`src/rtl/dmarq_pkg.sv`:
```
package dmarq_pkg;

   typedef enum logic [0:0] {
      REQ_IDLE   = 1'b0,
      REQ_ACTIVE = 1'b1
   } req_state_e;

   // Release condition for an active request
   function automatic logic req_release(input logic burst,
                                        input logic pending,
                                        input logic done);
      return burst ? !pending : done;
   endfunction

endpackage

```
`src/rtl/dmarq_sel_reg.sv`:
```
module dmarq_sel_reg #(
   parameter int NUM_CH = 3,
   parameter int SEL_W  = 2
) (
   input  logic              clk,
   input  logic              rst_n,
   input  logic              wr_en,
   input  logic [SEL_W-1:0]  wr_data,
   output logic [SEL_W-1:0]  sel_q,
   output logic [NUM_CH-1:0] ch_en
);

   always_ff @(posedge clk) begin
      if (!rst_n)
         sel_q <= '0;
      else if (wr_en)
         sel_q <= wr_data;
   end

   for (genvar i = 0; i < NUM_CH; i++) begin : g_dec
      assign ch_en[i] = (sel_q == SEL_W'(i));
   end

endmodule

```
`src/rtl/dmarq_req_fsm.sv`:
```
module dmarq_req_fsm
   import dmarq_pkg::*;
(
   input  logic clk,
   input  logic rst_n,
   input  logic frames_pending,
   input  logic xfer_done,
   input  logic burst_mode,
   output logic req_active
);

   req_state_e state_q, state_d;

   always_comb begin
      state_d = state_q;
      unique case (state_q)
         REQ_IDLE:   if (frames_pending) state_d = REQ_ACTIVE;
         REQ_ACTIVE: if (req_release(burst_mode, frames_pending, xfer_done))
                        state_d = REQ_IDLE;
         default:    state_d = REQ_IDLE;
      endcase
   end

   always_ff @(posedge clk) begin
      if (!rst_n) state_q <= REQ_IDLE;
      else        state_q <= state_d;
   end

   assign req_active = (state_q == REQ_ACTIVE);

endmodule

```
`src/rtl/dmarq_ack_mux.sv`:
```
module dmarq_ack_mux #(
   parameter int NUM_CH = 3
) (
   input  logic [NUM_CH-1:0] ch_en,
   input  logic [NUM_CH-1:0] dack_in,
   output logic              dack_sel
);

   logic [NUM_CH-1:0] term;

   for (genvar i = 0; i < NUM_CH; i++) begin : g_term
      assign term[i] = ch_en[i] & dack_in[i];
   end

   assign dack_sel = |term;

endmodule

```
`src/rtl/dmarq_router.sv`:
```
module dmarq_router #(
   parameter int NUM_CH = 3,
   parameter int SEL_W  = $clog2(NUM_CH + 1)
) (
   input  logic              clk,
   input  logic              rst_n,
   input  logic              sel_wr_en,
   input  logic [SEL_W-1:0]  sel_wr_data,
   input  logic              frames_pending,
   input  logic              xfer_done,
   input  logic              burst_mode,
   input  logic [NUM_CH-1:0] dack_in,
   output logic [NUM_CH-1:0] dreq_out,
   output logic [NUM_CH-1:0] dreq_oe,
   output logic              dack_sel
);

   localparam int NUM_CODES = 1 << SEL_W;

   if (NUM_CH < 1) begin : g_bad_ch
      $error("dmarq_router: NUM_CH must be at least 1");
   end
   if (NUM_CODES <= NUM_CH) begin : g_bad_sel
      $error("dmarq_router: SEL_W must leave one code for no channel");
   end

   logic [SEL_W-1:0]  sel_q;
   logic [NUM_CH-1:0] ch_en;
   logic              req_active;

   dmarq_sel_reg #(.NUM_CH(NUM_CH), .SEL_W(SEL_W)) u_sel (
      .clk     (clk),
      .rst_n   (rst_n),
      .wr_en   (sel_wr_en),
      .wr_data (sel_wr_data),
      .sel_q   (sel_q),
      .ch_en   (ch_en)
   );

   dmarq_req_fsm u_fsm (
      .clk            (clk),
      .rst_n          (rst_n),
      .frames_pending (frames_pending),
      .xfer_done      (xfer_done),
      .burst_mode     (burst_mode),
      .req_active     (req_active)
   );

   dmarq_ack_mux #(.NUM_CH(NUM_CH)) u_ack (
      .ch_en    (ch_en),
      .dack_in  (dack_in),
      .dack_sel (dack_sel)
   );

   for (genvar i = 0; i < NUM_CH; i++) begin : g_pin
      assign dreq_oe[i]  = ch_en[i];
      assign dreq_out[i] = ch_en[i] & req_active;
   end

endmodule

```
`config.mk`:
```
export PLATFORM = sky130hd
export DESIGN_NAME = dmarq_router
export DESIGN_NICKNAME = d
export VERILOG_FILES = /design/src/rtl/dmarq_pkg.sv /design/src/rtl/dmarq_sel_reg.sv /design/src/rtl/dmarq_req_fsm.sv /design/src/rtl/dmarq_ack_mux.sv /design/src/rtl/dmarq_router.sv
export SDC_FILE = /design/constraint.sdc
export NUM_CORES = 1
export LEC_CHECK = 0
export BUFFER_PORTS_ARGS = -buffer_cell sky130_fd_sc_hd__buf_2
export CORE_AREA = 2 2 39 41
export DETAILED_ROUTE_END_ITERATION = 16
export DIE_AREA = 0 0 41 43
export GPL_TIMING_DRIVEN = 0
export PLACE_DENSITY = 0.47
export SETUP_SLACK_MARGIN = 0.2
export SYNTH_ARGS = -nofsm -noshare
export SYNTH_HDL_FRONTEND = slang
export SYNTH_SLANG_ARGS = --single-unit
```
`constraint.sdc`:
```
create_clock -name clk -period 1.8 [get_ports clk]
set_input_delay 0 -clock clk [delete_from_list [all_inputs] [get_ports clk]]
set_output_delay 0 -clock clk [all_outputs]
set_load 0.005 [all_outputs]
```
After elaboration in Yosys (flattened, before gate mapping):

Cells that the tools add are included.

* logic and storage cells: 18
* memories: 0
* output and inout port bits: 7
* register bits after elaboration: 3
* latch bits: 0
* input port bits: 11
* memory bits (writable): 0
* bits in read-only memories: 0

* multipliers: 0
* mux-type cells: 4
* divide/modulo/power cells: 0
* $lt $le $gt $ge: 0
* equal/unequal tests: 2
* add/sub/neg operators: 0
* reductions and logical operators: 3
* shift operators: 0
* bitwise logic cells: 7

Operators by type and width (number)
* $and 1x1->1: 6
* $mux 1: 3
* $reduce_or 3->1: 1
* $eq 2x1->1 const B: 1
* $eq 2x2->1 const B: 1
* $logic_not 2->1: 1
* $pmux 1 s2: 1
* $logic_not 1->1: 1
* $not 1->1: 1

Logic depth before layout (Yosys ltp):

Gate-level depths: netlist of the first run.

* depth in word-level cells: 4
* gate-level depth with buffers: 3
* mapped depth without buffers: 3

Hierarchy:

Synthesis of the first run repeated with hierarchy kept, for this count alone.

* cell total of the unflattened synthesis: 18
* area total of the unflattened synthesis: 168.9 sq um

By module, submodules not included
* dmarq_sel_reg: area each 88.8 sq um, times used 1, sequential area each 40.0 sq um, cells an instance 9
* dmarq_req_fsm: area each 47.5 sq um, times used 1, sequential area each 20.0 sq um, cells an instance 4
* dmarq_router: area each 18.8 sq um, times used 1, sequential area each 0.0 sq um, cells an instance 3
* dmarq_ack_mux: area each 13.8 sq um, times used 1, sequential area each 0.0 sq um, cells an instance 2

Least setup slack after synthesis of the first run:

No wires, ideal clock.

* path type: register -> register
* start: reg u_fsm.state_q, in the netlist u_fsm.req_active
* end: reg u_fsm.state_q, in the netlist u_fsm.req_active
* data required time: 1.730 ns
* clock period less this slack: 0.815 ns
* arrival: 0.745 ns
* setup slack: 0.985 ns
* stages on the path, launching flop included: 4
* cells stage by stage: dfxtp_1 inv_1 or3_1 a21boi_1

* word-level cells in the longest chain between the ends: 2

RTL lines
* start, declared: RTL line dmarq_req_fsm.sv:12 `req_state_e state_q, state_d;`
* start signal, assigned: RTL line dmarq_req_fsm.sv:26 `else state_q <= state_d;`
* $not 1->1: RTL line dmarq_req_fsm.sv:16 `unique case (state_q)`
* $pmux 1 s2 (*): RTL line dmarq_req_fsm.sv:16

Every way passes the cells marked *; elsewhere a longest branch is shown, timed or not.
A chain may end at the register's enable or synchronous reset.

Worst setup path in the final report of the first run:

* start: reg u_sel.sel_q[0]
* end: out dreq_out[2]

* word-level cells in the longest chain between the ends: 2

RTL lines
* start, declared: RTL line dmarq_sel_reg.sv:9 `output logic [SEL_W-1:0] sel_q,`
* start signal, assigned: RTL line dmarq_sel_reg.sv:17 `sel_q <= wr_data;`
* $eq 2x2->1: RTL line dmarq_sel_reg.sv:21 `assign ch_en[i] = (sel_q == SEL_W'(i));`
* $and 1x1->1: RTL line dmarq_router.sv:57 `assign dreq_out[i] = ch_en[i] & req_active;`
* end, declared: RTL line dmarq_router.sv:13 `output logic [NUM_CH-1:0] dreq_out,`

Every way passes these cells.

==> flow_metrics.env, run 1 <==
export IMPL_antenna_found_initial=0
export IMPL_cp_startpoint="u_sel.sel_q[0]$_SDFFE_PN0P_"
export IMPL_r2r_end="u_fsm.req_active$_SDFF_PN0_"
export IMPL_min_path_type="input pin to flip-flop"
export IMPL_cts_setup_buffers=0
export IMPL_maxSlewViolCount=0
export IMPL_numCtsBuffers=3
export IMPL_layout_commonest_cell="buf_2"
export IMPL_die_y_um=43
export IMPL_final_area_um2=302
export IMPL_grt_pass1_wl_um=614
export IMPL_synth_seq_cells=3
export IMPL_cts_clk_slew_worst_paths_ns=0.04
export IMPL_worst_ep_required_time_ns=1.80
export IMPL_synth_compound_area_frac=0.103
export IMPL_n_antenna_cell=0
export IMPL_synth_area_um2=170
export IMPL_worst_slew_pin_slew_ns=0.243
export IMPL_start_util=0.123
export IMPL_yosys_warnings=0
export IMPL_drive_gt1_frac=0.488
export IMPL_route_detailed_drc=0
export IMPL_pin_count=18
export IMPL_vias_per_cell=3.75
export IMPL_fp_row_count=14
export IMPL_timing_final_ws_setup_ns=0.695
export IMPL_reg2reg_slack_ns=0.91
export IMPL_drt_wl_total_um=436
export IMPL_fin_nets=53
export IMPL_numClockSinks=3
export IMPL_grt_pass1_vias=148
export IMPL_grtUsageTotal=0.0613
export IMPL_dp_slack_ns=0.906
export IMPL_port_buffers=17
export IMPL_place_gp_congestion=0.600
export IMPL_clk_latency_ns=0.23
export IMPL_die_area_um2=1760
export IMPL_final_cell_mix="buf_2, nor2b_1, mux2i_1, clkbuf_4, dfxtp_1"
export IMPL_synth_top_family_by_area="simple AND/OR/NAND/NOR gates"
export IMPL_r2r_cells=3
export IMPL_crit_fanout=7
export IMPL_max_freq_mhz=905
export IMPL_critical_path_class="flip-flop to output pin"
export IMPL_relSlewSlack=0.838
export IMPL_worstHoldStart="rst_n"
export IMPL_rsz0062_at_grt="false"
export IMPL_arrival_ns=1.11
export IMPL_wire_per_inst_um=7.65
export IMPL_n_fill_cell=162
export IMPL_seq_area_frac_synth=0.353
export IMPL_period_needed_ns=1.11
export IMPL_synth_simple_area_share=0.346
export IMPL_final_antenna_net_count=0
export IMPL_synth_nets=31
export IMPL_setup_viol_count_final=0
export IMPL_cts_root_buffer="clkbuf_4"
export IMPL_power_density_nw_per_um2=771
export IMPL_synth_adder_area_share=0
export IMPL_cts_tree="done"
export IMPL_crit_end="dreq_out[2]"
export IMPL_p_leak_nw=0.157
export IMPL_cts_resized=0
export IMPL_cts_hold_buffers=0
export IMPL_maxCapViolCount=0
export IMPL_grt_max_degree=8
export IMPL_reg2reg_from="u_fsm.req_active$_SDFF_PN0_"
export IMPL_hold_violations=0
export IMPL_synth_distinct_cells=14
export IMPL_fin_skew_ns=0
export IMPL_first_iter_violations=3
export IMPL_tns_ns=0
export IMPL_dr_total_vias=214
export IMPL_area_growth_syn_to_layout_pct=77.2
export IMPL_placed_area_um2=275
export IMPL_die_w_um=41
export IMPL_ir_worst_vdd_uv=396
export IMPL_dr_pass1_iters=2
export IMPL_clockBufferDepth=2
export IMPL_crit_path_start_kind="flip-flop"
export IMPL_end_kind="output pin"
export IMPL_grt_ovfl_total=0
export IMPL_htreeDepth=1
export IMPL_syn_area_per_cell_um2=8.51
export IMPL_synth_mux_area_frac=0.176
export IMPL_status="finished, final reports clean"
export IMPL_timing_final_crit_share=0.614
export IMPL_coreArea_um2=1380
export IMPL_syn_instance_count=20
export IMPL_yosys_area_share_xor_xnor=0
## final cells by class
cell class                 instances  area [µm²]  area share
sequential                         3        60.1       0.199
inverter                           1        3.75      0.0124
multi-input combinational         16         106       0.353
clock buffer                       4        26.3      0.0871
tap                               16        20.0      0.0664
timing repair buffer              17        85.1       0.282
## worst min path at each step
stage          slack [ns]  cells past startpoint                          end
2_1_floorplan        0.09                      2                     dack_sel
3_3_place_gp         0.24                      2  u_sel.sel_q[1]$_SDFFE_PN0P_
3_5_place_dp         0.25                      2  u_sel.sel_q[0]$_SDFFE_PN0P_
4_1_cts             0.008                      2  u_sel.sel_q[1]$_SDFFE_PN0P_
5_1_grt              0.03                      2  u_sel.sel_q[1]$_SDFFE_PN0P_
6_report            0.006                      2  u_sel.sel_q[1]$_SDFFE_PN0P_
## routing by layer
metal | track usage | vias up | wire length, µm | share of wire
met5 | 0 | - | 0 | 0
li1 | - | 110 | - | -
met4 | 0.0400 | 0 | 0 | 0
met3 | 0.0785 | 0 | 67 | 0.15
met1 | 0.0581 | 89 | 192 | 0.44
met2 | 0.0688 | 15 | 176 | 0.40
## critical path: stages, from the launching register on
cell	delay, ns
dfxtp_1	0.41
and2b_1	0.21
and2_1	0.14
buf_2	0.12
## flip-flops by register name, summed over array words and instances, names as in the netlist
signal / flops
u_sel.sel_q: 2
u_fsm.req_active: 1
## kinds of logic (layout without fill, tap and decap cells)
family	after synthesis	count (layout)
buffers and inverters	1	22
AO/OA/AOI/OAI	3	3
AND/OR/NAND/NOR	10	10
flip-flops	3	3
multiplexers	3	3
## metrics by stage
step,instances,power (W),hold slack [ns],utilization
finish,57,0.000233,0.00601,0.218
global route,57,0.000254,0.0260,0.218
CTS,57,0.000240,0.00755,0.218
detailed placement,53,0.000116,0.252,0.199
global placement,53,0.000116,0.245,0.199
floorplan,20,0.0000930,0.0941,-
## where the power goes
part           switching [W]  internal (W)
logic              0.0000141     0.0000233
clock network      0.0000356     0.0000831
registers         0.00000540     0.0000710
total              0.0000551      0.000177
## synth_stat cells (all sizes together)
cell | instances | share of area
nor2 | 1 | 0.022
o21ai | 2 | 0.059
nand2 | 1 | 0.022
and2b | 1 | 0.044
nor3 | 1 | 0.029
inv | 1 | 0.022
nor2b | 3 | 0.11
mux2i | 3 | 0.18
or3 | 1 | 0.037
and2 | 1 | 0.037
a21boi | 1 | 0.044
nor3b | 1 | 0.044
dfxtp | 3 | 0.35
(Power assumes the default switching activity.)
==> inputs of run 2 (changes only) <==
--- a/config.mk
+++ b/config.mk
@@ -10,7 +10,7 @@
 export DETAILED_ROUTE_END_ITERATION = 16
 export DIE_AREA = 0 0 41 43
 export GPL_TIMING_DRIVEN = 0
-export PLACE_DENSITY = 0.47
+export PLACE_DENSITY = 0.48
 export SETUP_SLACK_MARGIN = 0.2
 export SYNTH_ARGS = -nofsm -noshare
 export SYNTH_HDL_FRONTEND = slang
==> constraint.sdc (replaced) <==
create_clock -name clk -period 0.9 [get_ports clk]
set_input_delay 0 -clock clk [delete_from_list [all_inputs] [get_ports clk]]
set_output_delay 0 -clock clk [all_outputs]
set_load 0.005 [all_outputs]
==> run 2 against run 1 <==
Against the previous run: the flow now finishes with violations (setup timing); non-clock buffer count rose by 1; via count rose by 0.93%; worst setup slack got worse by 0.80 ns; die area did not move; register-to-register slack got worse by 0.87 ns; sequential power rose by 99%; critical path depth did not move; combinational power rose by 120%; hold slack got worse by 0.0028 ns; wire length rose by 12%; clock-buffer cell count did not move; sequential share of layout area rose by 1.2 points; critical path type unchanged.
==> flow_metrics.env, run 2 (same netlist as run 1, synthesis figures left out) <==
export IMPL_status="finished, violations left"
export IMPL_failed_checks="setup timing"
export IMPL_setup_viol_count_final=3
export IMPL_final_antenna_net_count=0
export IMPL_p_seq_frac=0.320
export IMPL_maxCapViolCount=0
export IMPL_hold_violations=0
export IMPL_reg2reg_slack_ns=0.04
export IMPL_hold_end="u_sel.sel_q[1]$_SDFFE_PN0P_"
export IMPL_arrival_ns=1.01
export IMPL_die_y_um=43
export IMPL_worst_slew_pin_slew_ns=0.136
export IMPL_largest_reg_flops=2
export IMPL_p_leak_nw=0.165
export IMPL_critical_path_class="flip-flop to output pin"
export IMPL_place_gp_congestion=0.615
export IMPL_timing_final_crit_share=1.12
export IMPL_final_cell_mix="buf_2, mux2i_1, clkbuf_4"
export IMPL_coreArea_um2=1380
export IMPL_port_buffers=17
export IMPL_rsz0062_at_grt="true"
export IMPL_hold_depth=2
export IMPL_period_needed_ns=1.01
export IMPL_cts_tree="done"
export IMPL_ir_worst_vdd_uv=796
export IMPL_n_antenna_cell=0
export IMPL_largest_register="u_sel.sel_q"
export IMPL_cts_root_buffer="clkbuf_4"
export IMPL_timing_final_ws_setup_ns=-0.107
export IMPL_numCtsBuffers=3
export IMPL_grt_ovfl_total=0
export IMPL_relSlewSlack=0.906
export IMPL_holdWs_ns=0.00320
export IMPL_crit_fanout=6
export IMPL_pin_count=18
export IMPL_cts_clk_slew_worst_paths_ns=0.04
export IMPL_route_detailed_drc=0
export IMPL_final_area_um2=325
export IMPL_fp_row_count=14
export IMPL_cts_hold_buffers=0
export IMPL_grt_max_degree=8
export IMPL_fin_skew_ns=0
export IMPL_vias_per_cell=3.72
export IMPL_clockPowerShare=0.507
export IMPL_max_freq_mhz=994
export IMPL_min_path_type="input pin to flip-flop"
export IMPL_die_w_um=41
export IMPL_drt_wl_total_um=490
export IMPL_p_comb_frac=0.173
export IMPL_tns_ns=-0.203
export IMPL_dr_total_vias=216
export IMPL_grt_pass1_vias=157
export IMPL_maxSlewViolCount=0
export IMPL_clockBufferDepth=2
export IMPL_p_int_w=0.000358
export IMPL_clk_latency_ns=0.23
export IMPL_worstHoldStart="rst_n"
export IMPL_grt_pass1_wl_um=621
export IMPL_power_density_nw_per_um2=1460
export IMPL_placed_area_um2=277
export IMPL_antenna_found_initial=0
export IMPL_crit_path_start_kind="flip-flop"
export IMPL_area_growth_syn_to_layout_pct=91.2
export IMPL_p_sw_w=0.000117
export IMPL_end_kind="output pin"
export IMPL_drive_gt1_frac=0.643
export IMPL_layout_commonest_cell="buf_2"
export IMPL_p_sw_frac=0.247
export IMPL_htreeDepth=1
export IMPL_dr_pass1_iters=2
export IMPL_worst_ep_required_time_ns=0.90
export IMPL_first_iter_violations=1
export IMPL_die_area_um2=1760
export IMPL_wire_per_inst_um=8.45
export IMPL_grtUsageTotal=0.0621
export IMPL_fin_nets=54
export IMPL_numClockSinks=3
export IMPL_r2r_cells=3
export IMPL_start_util=0.123
export IMPL_r2r_end="u_fsm.req_active$_SDFF_PN0_"
export IMPL_reg2reg_from="u_fsm.req_active$_SDFF_PN0_"
[run 2: critical path: stages (launching register included)]
cell     delay (ns)
dfxtp_4        0.35
and2b_1        0.18
and2_1         0.12
buf_2          0.12
[run 2: power by group through the flow]
stage / sequential [W] / combinational [W] / clock [W]
floorplan: 0.000152 / 0.0000344 / 0
global placement: 0.000156 / 0.0000760 / 0
detailed placement: 0.000156 / 0.0000777 / 0
CTS: 0.000153 / 0.0000797 / 0.000257
global route: 0.000153 / 0.0000934 / 0.000267
finish: 0.000152 / 0.0000825 / 0.000241
[run 2: what timing repair did]
item                                    4_1_cts  5_1_grt
gates cloned                                  0        0
pin swaps                                     1        0
setup buffers                                 0        1
gates resized for setup                       6        1
endpoints found under the setup margin        9        9
[run 2: how the worst max path moves through the flow]
stage | from | end | cells after the start
2_1_floorplan | u_fsm.req_active$_SDFF_PN0_ | u_fsm.req_active$_SDFF_PN0_ | 3
6_report | u_sel.sel_q[0]$_SDFFE_PN0P_ | dreq_out[2] | 3
5_1_grt | u_sel.sel_q[0]$_SDFFE_PN0P_ | dreq_out[2] | 3
4_1_cts | u_sel.sel_q[0]$_SDFFE_PN0P_ | dreq_out[2] | 3
3_5_place_dp | u_fsm.req_active$_SDFF_PN0_ | u_fsm.req_active$_SDFF_PN0_ | 3
3_3_place_gp | u_fsm.req_active$_SDFF_PN0_ | u_fsm.req_active$_SDFF_PN0_ | 3
[run 2: stage by stage]
stage | util | setup slack, ns | power [W] | instances
3_3_place_gp | 0.200 | 0.0171 | 0.000232 | 53
2_1_floorplan | - | 0.0846 | 0.000187 | 20
4_1_cts | 0.228 | -0.135 | 0.000489 | 57
5_1_grt | 0.235 | -0.155 | 0.000514 | 58
3_5_place_dp | 0.200 | 0.00541 | 0.000234 | 53
6_report | 0.235 | -0.107 | 0.000476 | 58
[run 2: layout make-up]
| cell class | count | area (µm²) |
|---|---|---|
| Multi-Input combinational cell | 16 | 114 |
| Timing Repair Buffer | 18 | 92.6 |
| Sequential cell | 3 | 68.8 |
| Clock buffer | 4 | 26.3 |
| Tap cell | 16 | 20.0 |
| Inverter | 1 | 3.75 |
| Fill cell | 163 | 1060 |
[run 2: per-layer routing]
metal | vias to the layer above | GRT usage | part of all wire
met3 | 0 | 0.0785 | 0.14
met1 | 89 | 0.0479 | 0.42
met2 | 15 | 0.0813 | 0.43
met4 | 0 | 0.0400 | 0
li1 | 112 | - | -
met5 | - | 0 | 0
==> inputs of run 3 (changes only) <==
--- a/config.mk
+++ b/config.mk
@@ -11,6 +11,7 @@
 export DIE_AREA = 0 0 41 43
 export GPL_TIMING_DRIVEN = 0
 export PLACE_DENSITY = 0.48
+export REMOVE_ABC_BUFFERS = 1
 export SETUP_SLACK_MARGIN = 0.2
 export SYNTH_ARGS = -nofsm -noshare
 export SYNTH_HDL_FRONTEND = slang
==> run 3 against run 2 <==
Against the previous run: clock-buffer cell count unchanged; critical path depth stayed put; sequential cell count is the same; the run still ends with setup timing left; maximum frequency is 0.17% higher; highest routed layer is now met4; sequential power hardly changed; via count rose by 10%; largest power group unchanged; wire length up 1.6%.
==> flow_metrics.env, run 3 (same netlist as run 1, synthesis figures left out) <==
export IMPL_numClockSinks=3
export IMPL_min_path_type="input pin to flip-flop"
export IMPL_reg2reg_from="u_fsm.req_active$_SDFF_PN0_"
export IMPL_arrival_ns=1.00
export IMPL_grt_max_degree=8
export IMPL_maxSlewViolCount=0
export IMPL_wire_per_inst_um=8.16
export IMPL_n_antenna_cell=0
export IMPL_port_buffers=17
export IMPL_cp_startpoint="u_sel.sel_q[0]$_SDFFE_PN0P_"
export IMPL_layout_commonest_cell="buf_2"
export IMPL_dr_total_vias=238
export IMPL_final_antenna_net_count=0
export IMPL_route_detailed_drc=0
export IMPL_worstHoldStart="rst_n"
export IMPL_drt_wl_total_um=498
export IMPL_start_util=0.123
export IMPL_worst_slew_pin_slew_ns=0.122
export IMPL_rsz0062_at_grt="true"
export IMPL_die_y_um=43
export IMPL_die_area_um2=1760
export IMPL_antenna_found_initial=0
export IMPL_die_w_um=41
export IMPL_p_leak_nw=0.181
export IMPL_vias_per_cell=3.90
export IMPL_htreeDepth=1
export IMPL_area_growth_syn_to_layout_pct=107
export IMPL_coreArea_um2=1380
export IMPL_timing_final_crit_share=1.12
export IMPL_setup_viol_count_final=4
export IMPL_clk_latency_ns=0.24
export IMPL_ir_worst_vdd_uv=313
export IMPL_grt_ovfl_total=0
export IMPL_failed_checks="setup timing"
export IMPL_end_kind="output pin"
export IMPL_status="finished, violations left"
export IMPL_dp_cells=53
export IMPL_dr_pass1_iters=1
export IMPL_period_needed_ns=1.00
export IMPL_worst_ep_required_time_ns=0.90
export IMPL_maxCapViolCount=0
export IMPL_grt_pass1_wl_um=614
export IMPL_largest_reg_flops=2
export IMPL_postLayoutCoreUtil=0.255
export IMPL_hold_violations=0
export IMPL_holdWs_ns=0.00797
export IMPL_place_gp_congestion=0.604
export IMPL_cts_tree="done"
export IMPL_fin_skew_ns=0
export IMPL_grtUsageTotal=0.0643
export IMPL_drive_gt1_frac=0.689
export IMPL_crit_path_start_kind="flip-flop"
export IMPL_grt_pass1_vias=168
export IMPL_max_freq_mhz=995
export IMPL_final_cell_count_no_fill=61
export IMPL_cts_root_buffer="clkbuf_4"
export IMPL_timing_final_ws_setup_ns=-0.105
export IMPL_fin_nets=57
export IMPL_relSlewSlack=0.916
export IMPL_final_cell_mix="buf_2, buf_4, mux2i_1, clkbuf_4"
export IMPL_pin_count=18
export IMPL_fp_row_count=14
export IMPL_clockBufferDepth=2
export IMPL_crit_fanout=5
export IMPL_total_power_w=0.000489
export IMPL_cts_clk_slew_worst_paths_ns=0.04
export IMPL_power_density_nw_per_um2=1390
export IMPL_largest_register="u_sel.sel_q"
export IMPL_first_iter_violations=0
export IMPL_numCtsBuffers=3
export IMPL_critical_path_class="flip-flop to output pin"
run 3: cell count changes in the layout (fill, tap and decap cells not counted):
cell	delta
buf_4	+3
nor3_2	+1
nor3_1	-1
run 3: power breakdown:
part           switching, W   total, W  internal (W)
logic             0.0000361  0.0000974     0.0000613
registers        0.00000989   0.000151      0.000141
clock network     0.0000750   0.000241      0.000167
run 3: area by class of cell:
cell class	count	area, µm²
Inverter	1	3.75
Sequential cell	3	68.8
Multi-Input combinational cell	16	119
Clock buffer	4	26.3
Timing Repair Buffer	21	115
Fill cell	163	1030
Tap cell	16	20.0
run 3: what timing repair did:
| item | in CTS | in global routing |
|---|---|---|
| setup buffers | 2 | 2 |
| cloned | 0 | 0 |
| endpoints found under the setup margin | 9 | 9 |
| gates resized for setup | 8 | 1 |
| hold buffers | 0 | 0 |
| pin swaps | 3 | 1 |
run 3: metal layers:
| metal | up-vias | track usage | part of all wire |
|---|---|---|---|
| li1 | 120 | - | - |
| met3 | 4 | 0.0471 | 0.14 |
| met5 | - | 0 | 0 |
| met4 | 0 | 0.100 | 0.046 |
| met1 | 98 | 0.0484 | 0.38 |
| met2 | 16 | 0.0781 | 0.44 |
run 3: critical path: stages (launching register included):
cell and delay, ns:
dfxtp_4 0.35, and2b_1 0.18, and2_1 0.13, buf_2 0.12
run 3: final timing paths:
check	endpoint	cells past startpoint	slack, ns
setup / recovery	dreq_out[2]	3	-0.10
hold / removal	u_sel.sel_q[1]$_SDFFE_PN0P_	2	0.008
setup reg to reg	u_fsm.req_active$_SDFF_PN0_	3	0.02
hold reg to reg	u_sel.sel_q[1]$_SDFFE_PN0P_	2	0.58
run 3: per-stage QoR:
step / setup TNS, ns / area (µm²) / worst slack (ns)
2_1_floorplan: 0 / 170 / 0.0846
4_1_cts: -0.328 / 335 / -0.116
6_report: -0.365 / 353 / -0.105
3_3_place_gp: 0 / 275 / 0.0132
3_5_place_dp: 0 / 275 / 0.0119
5_1_grt: -0.621 / 353 / -0.167
